`config.mk`:
```
export PLATFORM = sky130hd
export DESIGN_NAME = nic_irq_hub
export DESIGN_NICKNAME = d
export VERILOG_FILES = /design/src/rtl/nic_irq_pkg.sv /design/src/rtl/nic_irq_sticky.sv /design/src/rtl/nic_irq_evsum.sv /design/src/rtl/nic_irq_regs.sv /design/src/rtl/nic_irq_hub.sv
export SDC_FILE = /design/constraint.sdc
export NUM_CORES = 1
export LEC_CHECK = 0
export ABC_AREA = 1
export ABC_CLOCK_PERIOD_IN_PS = 1500
export CORE_MARGIN = 2
export CORE_UTILIZATION = 42
export CTS_CLUSTER_SIZE = 16
export DETAILED_ROUTE_END_ITERATION = 7
export PLACE_DENSITY_LB_ADDON = 0.05
export SYNTH_ARGS = -nofsm -noshare
export SYNTH_HDL_FRONTEND = slang
export SYNTH_HIERARCHICAL = 1
export SYNTH_SLANG_ARGS = --single-unit
```
`constraint.sdc`:
```
create_clock -name clk -period 1.5 [get_ports clk]
set_input_delay 0.45 -clock clk [delete_from_list [all_inputs] [get_ports clk]]
set_output_delay 0.45 -clock clk [all_outputs]
set_load 0.005 [all_outputs]
```
`src/rtl/nic_irq_pkg.sv`:
```
package nic_irq_pkg;
   localparam int ST_W     = 8;
   localparam int ST_RX    = 0;
   localparam int ST_TX    = 1;
   localparam int ST_TXE   = 2;
   localparam int ST_ALLOC = 3;
   localparam int ST_RXO   = 4;
   localparam int ST_EVT   = 5;
   localparam int ST_ERX   = 6;
   localparam int ST_RSV   = 7;

   localparam int N_STICKY = 3;
   localparam int N_EVT    = 3;

   localparam int A_STAT = 0;
   localparam int A_MASK = 1;
   localparam int A_ACK  = 2;
   localparam int A_EVEN = 3;
   localparam int A_THR  = 4;

   localparam logic [ST_W-1:0] THR_RST = 8'hFF;
endpackage

```
`src/rtl/nic_irq_sticky.sv`:
```
module nic_irq_sticky #(
   parameter int N = 3
) (
   input  logic         clk,
   input  logic         rst_n,
   input  logic [N-1:0] set_i,
   input  logic [N-1:0] clr_i,
   output logic [N-1:0] q_o
);
   if (N < 1) begin : g_bad_n
      $error("nic_irq_sticky: N must be at least 1");
   end

   for (genvar i = 0; i < N; i++) begin : g_bit
      always_ff @(posedge clk or negedge rst_n) begin
         if (!rst_n) q_o[i] <= 1'b0;
         else        q_o[i] <= set_i[i] | (q_o[i] & ~clr_i[i]);
      end

      // a set bit without an acknowledge stays set
      p_hold_r4 : assert property (@(posedge clk) disable iff (!rst_n)
         (q_o[i] && !clr_i[i]) |=> q_o[i]);
      // the set condition overrides a simultaneous acknowledge
      p_set_wins_r9 : assert property (@(posedge clk) disable iff (!rst_n)
         set_i[i] |=> q_o[i]);
      // an acknowledge with no set condition clears the bit
      p_clear_r4 : assert property (@(posedge clk) disable iff (!rst_n)
         (clr_i[i] && !set_i[i]) |=> !q_o[i]);
   end
endmodule

```
`src/rtl/nic_irq_evsum.sv`:
```
module nic_irq_evsum #(
   parameter int N = 3
) (
   input  logic [N-1:0] ev_i,
   input  logic [N-1:0] en_i,
   output logic         any_o
);
   logic [N-1:0] gated;

   for (genvar i = 0; i < N; i++) begin : g_src
      assign gated[i] = ev_i[i] & en_i[i];
   end

   assign any_o = |gated;
endmodule

```
`src/rtl/nic_irq_regs.sv`:
```
module nic_irq_regs
   import nic_irq_pkg::*;
#(
   parameter int ADDR_W = 3
) (
   input  logic              clk,
   input  logic              rst_n,
   input  logic              wr_i,
   input  logic [ADDR_W-1:0] addr_i,
   input  logic [ST_W-1:0]   wdata_i,
   input  logic [ST_W-1:0]   status_i,
   output logic [ST_W-1:0]   mask_o,
   output logic [N_EVT-1:0]  en_o,
   output logic [ST_W-1:0]   thr_o,
   output logic [ST_W-1:0]   ack_o,
   output logic [ST_W-1:0]   rdata_o
);
   logic hit_mask, hit_ack, hit_en, hit_thr;

   assign hit_mask = wr_i && (addr_i == ADDR_W'(A_MASK));
   assign hit_ack  = wr_i && (addr_i == ADDR_W'(A_ACK));
   assign hit_en   = wr_i && (addr_i == ADDR_W'(A_EVEN));
   assign hit_thr  = wr_i && (addr_i == ADDR_W'(A_THR));

   assign ack_o = hit_ack ? wdata_i : '0;

   always_ff @(posedge clk or negedge rst_n) begin
      if (!rst_n) begin
         mask_o <= '0;
         en_o   <= '0;
         thr_o  <= THR_RST;
      end else begin
         if (hit_mask) mask_o <= wdata_i;
         if (hit_en)   en_o   <= wdata_i[N_EVT-1:0];
         if (hit_thr)  thr_o  <= wdata_i;
      end
   end

   always_comb begin
      rdata_o = '0;
      if      (addr_i == ADDR_W'(A_STAT)) rdata_o = status_i;
      else if (addr_i == ADDR_W'(A_MASK)) rdata_o = mask_o;
      else if (addr_i == ADDR_W'(A_EVEN)) rdata_o = ST_W'(en_o);
      else if (addr_i == ADDR_W'(A_THR))  rdata_o = thr_o;
   end

   // a write elsewhere leaves the mask untouched
   p_mask_stable_r11 : assert property (@(posedge clk) disable iff (!rst_n)
      !hit_mask |=> $stable(mask_o));
endmodule

```
`src/rtl/nic_irq_hub.sv`:
```
module nic_irq_hub
   import nic_irq_pkg::*;
#(
   parameter int ADDR_W        = 3,
   parameter int CNT_W         = 11,
   parameter int THR_SHIFT     = 3,
   parameter bit ERX_INCLUSIVE = 1'b0
) (
   input  logic              clk,
   input  logic              rst_n,
   input  logic              reg_wr,
   input  logic [ADDR_W-1:0] reg_addr,
   input  logic [7:0]        reg_wdata,
   output logic [7:0]        reg_rdata,
   input  logic              rxq_empty,
   input  logic              txc_empty,
   output logic              txc_pop,
   input  logic              txq_empty,
   input  logic              alloc_failed,
   input  logic              rxo_nomem,
   input  logic              rxo_toolong,
   input  logic              rxo_discard,
   input  logic              rx_active,
   input  logic [CNT_W-1:0]  rx_bytes,
   input  logic              ev_link,
   input  logic              ev_ctr_roll,
   input  logic              ev_tx_halt,
   output logic              irq
);
   localparam int THR_FULL = ST_W + THR_SHIFT;

   if (ADDR_W < 3) begin : g_bad_addr
      $error("nic_irq_hub: ADDR_W must reach address 4");
   end
   if (CNT_W < THR_FULL) begin : g_bad_cnt
      $error("nic_irq_hub: CNT_W too narrow for the scaled threshold");
   end

   logic [ST_W-1:0]     status, mask, thr, ack;
   logic [N_EVT-1:0]    en;
   logic [N_STICKY-1:0] st_set, st_clr, st_q;
   logic                evt_any, erx_hit, rxo_any;
   logic [CNT_W-1:0]    thr_bytes;

   assign thr_bytes = CNT_W'({thr, {THR_SHIFT{1'b0}}});

   if (ERX_INCLUSIVE) begin : g_erx_ge
      assign erx_hit = rx_active && (rx_bytes >= thr_bytes);
   end else begin : g_erx_gt
      assign erx_hit = rx_active && (rx_bytes > thr_bytes);
   end

   assign rxo_any = rxo_nomem | rxo_toolong | rxo_discard;

   // sticky order: 0 transmit-empty, 1 receive-overrun, 2 early-receive
   assign st_set = {erx_hit, rxo_any, txq_empty};
   assign st_clr = {ack[ST_ERX], ack[ST_RXO], ack[ST_TXE]};

   nic_irq_sticky #(.N(N_STICKY)) u_sticky (
      .clk   (clk),
      .rst_n (rst_n),
      .set_i (st_set),
      .clr_i (st_clr),
      .q_o   (st_q)
   );

   nic_irq_evsum #(.N(N_EVT)) u_evsum (
      .ev_i  ({ev_tx_halt, ev_ctr_roll, ev_link}),
      .en_i  (en),
      .any_o (evt_any)
   );

   always_comb begin
      status           = '0;
      status[ST_RX]    = ~rxq_empty;
      status[ST_TX]    = ~txc_empty;
      status[ST_TXE]   = st_q[0];
      status[ST_ALLOC] = ~alloc_failed;
      status[ST_RXO]   = st_q[1];
      status[ST_EVT]   = evt_any;
      status[ST_ERX]   = st_q[2];
      status[ST_RSV]   = 1'b0;
   end

   nic_irq_regs #(.ADDR_W(ADDR_W)) u_regs (
      .clk      (clk),
      .rst_n    (rst_n),
      .wr_i     (reg_wr),
      .addr_i   (reg_addr),
      .wdata_i  (reg_wdata),
      .status_i (status),
      .mask_o   (mask),
      .en_o     (en),
      .thr_o    (thr),
      .ack_o    (ack),
      .rdata_o  (reg_rdata)
   );

   assign txc_pop = ack[ST_TX] & ~txc_empty;
   assign irq     = |(status & mask);

   // never pop an empty completion queue
   p_pop_guard_r2 : assert property (@(posedge clk) disable iff (!rst_n)
      txc_empty |-> !txc_pop);
   // a cleared mask silences the line
   p_mask_zero_r8 : assert property (@(posedge clk) disable iff (!rst_n)
      (mask == '0) |-> !irq);
   // any overrun cause shows in the status after the edge
   p_rxo_set_r5 : assert property (@(posedge clk) disable iff (!rst_n)
      rxo_any |=> reg_rdata[ST_RXO] || (reg_addr != ADDR_W'(A_STAT)));
   // without its acknowledge the overrun bit is never lost
   p_rxo_hold_r5 : assert property (@(posedge clk) disable iff (!rst_n)
      (st_q[1] && !ack[ST_RXO]) |=> st_q[1]);
endmodule

```
Word level (Yosys, flattened, before mapping)
Cells that the tools add are included.
{"block": "classes", "bitwise": 19, "reduce_logical": 8, "mux": 5, "n_eq_ne": 4, "order_cmp": 1}
{"operator": "$mux 8", "count": 4}
{"operator": "$gt 11x11->1", "count": 1}
{"operator": "$and 7x8->8", "count": 1}
{"operator": "$reduce_or 8->1", "count": 1}
{"operator": "$and 1x1->1", "count": 7}
{"operator": "$mux 7", "count": 1}
{"operator": "$eq 3x2->1 const B", "count": 2}
{"operator": "$not 1->1", "count": 6}
{"operator": "$logic_and 1x1->1", "count": 5}
{"operator": "$or 1x1->1", "count": 5}
{"operator": "$eq 3x1->1 const B", "count": 1}
{"operator": "$eq 3x3->1 const B", "count": 1}
{"operator": "$logic_not 3->1", "count": 1}
{"operator": "$reduce_or 3->1", "count": 1}
{"block": "totals", "output_inout_bits": 10, "reg_bits": 22, "elab_cells": 43, "inputBits": 36}

Longest topological paths before layout
Gate-level depths: netlist of run 1.
{"block": "logic_depth", "depth_word": 6, "depth_mapped": 11, "mapped_depth_nobuf": 11}

Modules after synthesis
The synthesis of run 1 kept the hierarchy.
{"module": "nic_irq_regs", "seq_area_each_um2": 485.5, "n_inst": 1, "area_per_inst_um2": 1098.6, "cells_per_inst": 148}
{"module": "nic_irq_hub", "seq_area_each_um2": 0.0, "n_inst": 1, "area_per_inst_um2": 305.3, "cells_per_inst": 55}
{"module": "nic_irq_sticky", "seq_area_each_um2": 75.1, "n_inst": 1, "area_per_inst_um2": 120.1, "cells_per_inst": 15}
{"module": "nic_irq_evsum", "seq_area_each_um2": 0.0, "n_inst": 1, "area_per_inst_um2": 16.3, "cells_per_inst": 4}

Worst setup path after synthesis of run 1
No wires, ideal clock.
{"block": "synth_timing", "path_type": "in2out", "start": "input reg_addr[0]", "end": "output txc_pop", "t_required_ns": 1.050, "stages": 6, "slack_ns": -0.087, "path_buffers": 1, "arrival_time_ns": 1.137, "cell_sequence": "buf_6 > inv_1 > nand4_1 > nor2_1 > inv_1 > nor2_1"}
{"block": "synth_between", "elab_chain_len": 4}
{"element": "from (decl)", "line_no": "nic_irq_hub.sv:12", "rtl": "input logic [ADDR_W-1:0] reg_addr,"}
{"element": "$eq 3x2->1", "line_no": "nic_irq_regs.sv:21", "rtl": "assign hit_ack = wr_i && (addr_i == ADDR_W'(A_ACK));"}
{"element": "$logic_and 1x1->1", "line_no": "nic_irq_regs.sv:21"}
{"element": "$mux 7", "line_no": "nic_irq_regs.sv:25", "rtl": "assign ack_o = hit_ack ? wdata_i : '0;"}
{"element": "net ack[1]", "line_no": "nic_irq_hub.sv:39", "rtl": "logic [ST_W-1:0] status, mask, thr, ack;"}
{"element": "$and 1x1->1", "line_no": "nic_irq_hub.sv:99", "rtl": "assign txc_pop = ack[ST_TX] & ~txc_empty;"}
{"element": "to (decl)", "line_no": "nic_irq_hub.sv:17", "rtl": "output logic txc_pop,"}
The timed path passes the listed nets, and every way through them passes these cells.

Worst setup path in the final report of run 1
{"block": "layout_timing", "start": "register u_regs.en_o[0]", "end": "output irq"}
{"block": "layout_between", "elab_chain_len": 4}
{"element": "from (decl)", "line_no": "nic_irq_regs.sv:13", "rtl": "output logic [N_EVT-1:0] en_o,"}
{"element": "from (signal assigned)", "line_no": "nic_irq_regs.sv:34", "rtl": "if (hit_en) en_o <= wdata_i[N_EVT-1:0];"}
{"element": "$and 1x1->1", "line_no": "nic_irq_evsum.sv:11", "rtl": "assign gated[i] = ev_i[i] & en_i[i];"}
{"element": "$reduce_or 3->1", "line_no": "nic_irq_evsum.sv:14", "rtl": "assign any_o = |gated;"}
{"element": "net evt_any", "line_no": "nic_irq_hub.sv:42", "rtl": "logic evt_any, erx_hit, rxo_any;"}
{"element": "$and 7x8->8", "line_no": "nic_irq_hub.sv:100", "rtl": "assign irq = |(status & mask);"}
{"element": "$reduce_or 8->1", "line_no": "nic_irq_hub.sv:100"}
{"element": "to (decl)", "line_no": "nic_irq_hub.sv:28", "rtl": "output logic irq"}
The timed path passes the listed nets, and every way through them passes these cells.

==> summary.md, run 1 <==
| Metric | Value |
|---|---|
| Status | finished, violations left |
| Failing checks | negative setup slack |
| Synth warn | 6 |
| Via total after detailed routing | 1696 |
| Row count | 21 |
| Largest net degree at the start of global routing | 23 |
| Clock Sinks | 22 |
| Setup violators final | 11 |
| # port buffers | 45 |
| Clock transition at the registers of the reported paths | 0.12 ns |
| WHS | 0.4710 ns |
| N_diodes | 0 |
| Fin crit period | 1.759 ns |
| Worst min path class | input pin to async pin |
| CP startpoint kind | flop |
| Proportion of layout cells with a drive suffix above 1 | 42.35% |
| CTS Buf Count | 3 |
| Layout area overhead | 71.33% |
| Sw Ratio | 33.58% |
| Nets@finish | 352 |
| Detailed placement HPWL | 3129 um |
| Placed Instances | 337 |
| Crit Path Category | flop to output port |
| Remaining antenna violation count | 0 |
| Crit-path most repeated cell | nand2_1 |
| Die Y | 63.97 um |
| Power Density | 761.8 nW/um2 |
| CTS tree | done |
| Int Pwr | 1.309 mW |
| DR WL/cell | 13.08 um |
| Mapped Area | 1510 um2 |
| Critical path's slowest cell | dfrtp_1 |
| Die width | 63.97 um |
| Seq pwr share | 40.4% |
| Router iterations before antenna repair | 4 |
| Slew Viols, Final | 0 |
| GRT Total Usage | 20.53% |
| First-pass GRT wire length | 6720 um |
| Switch Pwr | 0.6620 mW |
| Final hold violations | 0 |
| Worst path max stage delay | 0.41 ns |
| Hold Buf Count CTS | 0 |
| Unrepaired setup endpoints after global routing | yes |
| Synth Instances | 214 |
| GR Overflow Total | 0 |
| Comb power frac | 45.3% |
| Worst Skew | 0.003703 ns |
| Root Driver | clkbuf_4 |
| H-tree levels | 1 |
| Final worst slack | -0.2595 ns |
| Total core area | 3390 um2 |
| Initial Util | 44.56% |
| Clk buf depth | 2 |
| Total power | 1.971 mW |
| Clock Latency Late Sink | 0.30 ns |
| Via density | 4.805 |
| Drt initial violations | 47 |
| Die ar. | 4092 um2 |
| Cells along the critical path | nand2_1 > nand3_2 > nand2_1 > and3_1 > nand4_1 > buf_2 |
| Crit. End Element | output port |
| Worst-path fanout max | 2 |
| Achievable Freq | 568.3 MHz |
| CP required | 1.05 ns |
| Leak pwr | 1.363 nW |
| Avg Cell Area, Syn | 7.057 um2 |
| Max Cap Viol | 0 |
| DRT Wirelength | 4616 um |
| Clock share of power | 14.3% |
| Post-Syn Nets | 258 |
| Gpl congestion | 0.8943 |
| IO Count | 46 |
| Non-Filler Instances | 353 |
| Vias in the first global route | 1585 |
| Initial antenna violation count | 0 |
| Worst EP arrival | 1.31 ns |
| DRC errors left | 0 |
| Tcrit/Tclk final | 117.3% |
| Max rail drop VDD | 514.1 uV |
final cells by class:
| cell class | instances | area, um2 |
|---|---|---|
| clock buffers | 4 | 26.28 |
| fillers | 268 | 802.0 |
| inverters | 32 | 127.6 |
| multi-input cells | 158 | 1017 |
| flip-flops and latches | 22 | 560.5 |
| well taps | 46 | 57.56 |
| repair buffers | 91 | 798.3 |
through the flow:
step	TNS (ns)	setup slack, ns	util [%]	cell area, um2
after floorplan	0	0.008234	-	1510
after global placement	-15.30	-0.9786	66.78	2263
after detailed placement	-15.44	-0.9880	66.78	2263
after CTS	-2.530	-0.3021	70.47	2389
after global routing	-2.534	-0.3832	76.34	2587
final	-1.922	-0.2595	76.34	2587
layer usage:
layer | vias up | wire length (um) | global-route usage, % | part of all wire (%)
met3 | 18 | 183 | 2.465 | 4.0
met4 | 0 | 147 | 5.163 | 3.2
li1 | 855 | - | - | -
met1 | 752 | 2029 | 25.64 | 44
met2 | 71 | 2256 | 37.24 | 49
met5 | - | 0 | 0 | 0
registers in the layout, summed over array words and instances, names as in the netlist:
name / count
u_regs/mask_o: 8
u_regs/en_o: 3
u_regs/thr_o: 8
u_sticky/q_o: 3
cells in the final DEF (no fill, tap or decap), types with 9 or more instances in the layout:
master and count:
buf_4 35, buf_2 10, buf_6 11, clkdlybuf4s50_1 24, nand2_2 9, nand3_2 14
inv_2 10, inv_1 18, dfrtp_1 14, nand2_1 83
critical path, delay by kind of cell (launching register included):
kind | cells | cell delay (ns)
buffers and inverters | 1 | 0.14
AND/OR/NAND/NOR | 5 | 0.46
flip-flops | 1 | 0.41
power by group through the flow:
stage | clock network (mW) | registers [mW] | logic (mW)
floorplan | 0 | 0.788 | 0.297
global placement | 0 | 0.793 | 0.673
detailed placement | 0 | 0.796 | 0.686
CTS | 0.289 | 0.792 | 0.716
global route | 0.309 | 0.807 | 0.976
finish | 0.281 | 0.797 | 0.894
final timing paths:
path / from / cells after the start / slack, ns / end
min reg2reg: u_regs/mask_o[7]$_DFFE_PN0P_ / 2 / 0.49 / u_regs/mask_o[7]$_DFFE_PN0P_
min: rst_n / 2 / 0.47 / u_regs/en_o[1]$_DFFE_PN0P_
max reg2reg: u_regs/thr_o[5]$_DFFE_PN1P_ / 9 / -0.09 / u_sticky/q_o[2]$_DFF_PN0_
max in group asynchronous: rst_n / 2 / 0.81 / u_regs/thr_o[4]$_DFFE_PN1P_
max: u_regs/en_o[0]$_DFFE_PN0P_ / 6 / -0.26 / irq
min in group clk: reg_addr[2] / 5 / 0.49 / u_regs/thr_o[5]$_DFFE_PN1P_
what timing repair did:
item | 4_1_cts | 5_1_grt
pin swaps | 17 | 24
setup endpoints to repair | 16 | 11
buffers inserted | 6 | 8
gates resized for setup | 89 | 40
(Power assumes the default switching activity.)
==> run 2: changes to the inputs <==
--- a/config.mk
+++ b/config.mk
@@ -9,7 +9,7 @@
 export ABC_CLOCK_PERIOD_IN_PS = 1500
 export CORE_MARGIN = 2
 export CORE_UTILIZATION = 42
-export CTS_CLUSTER_SIZE = 16
+export CTS_CLUSTER_SIZE = 8
 export DETAILED_ROUTE_END_ITERATION = 7
 export PLACE_DENSITY_LB_ADDON = 0.05
 export SYNTH_ARGS = -nofsm -noshare
==> results of run 2 <==
Final layout, timing and power as in run 1 (identical DEF).
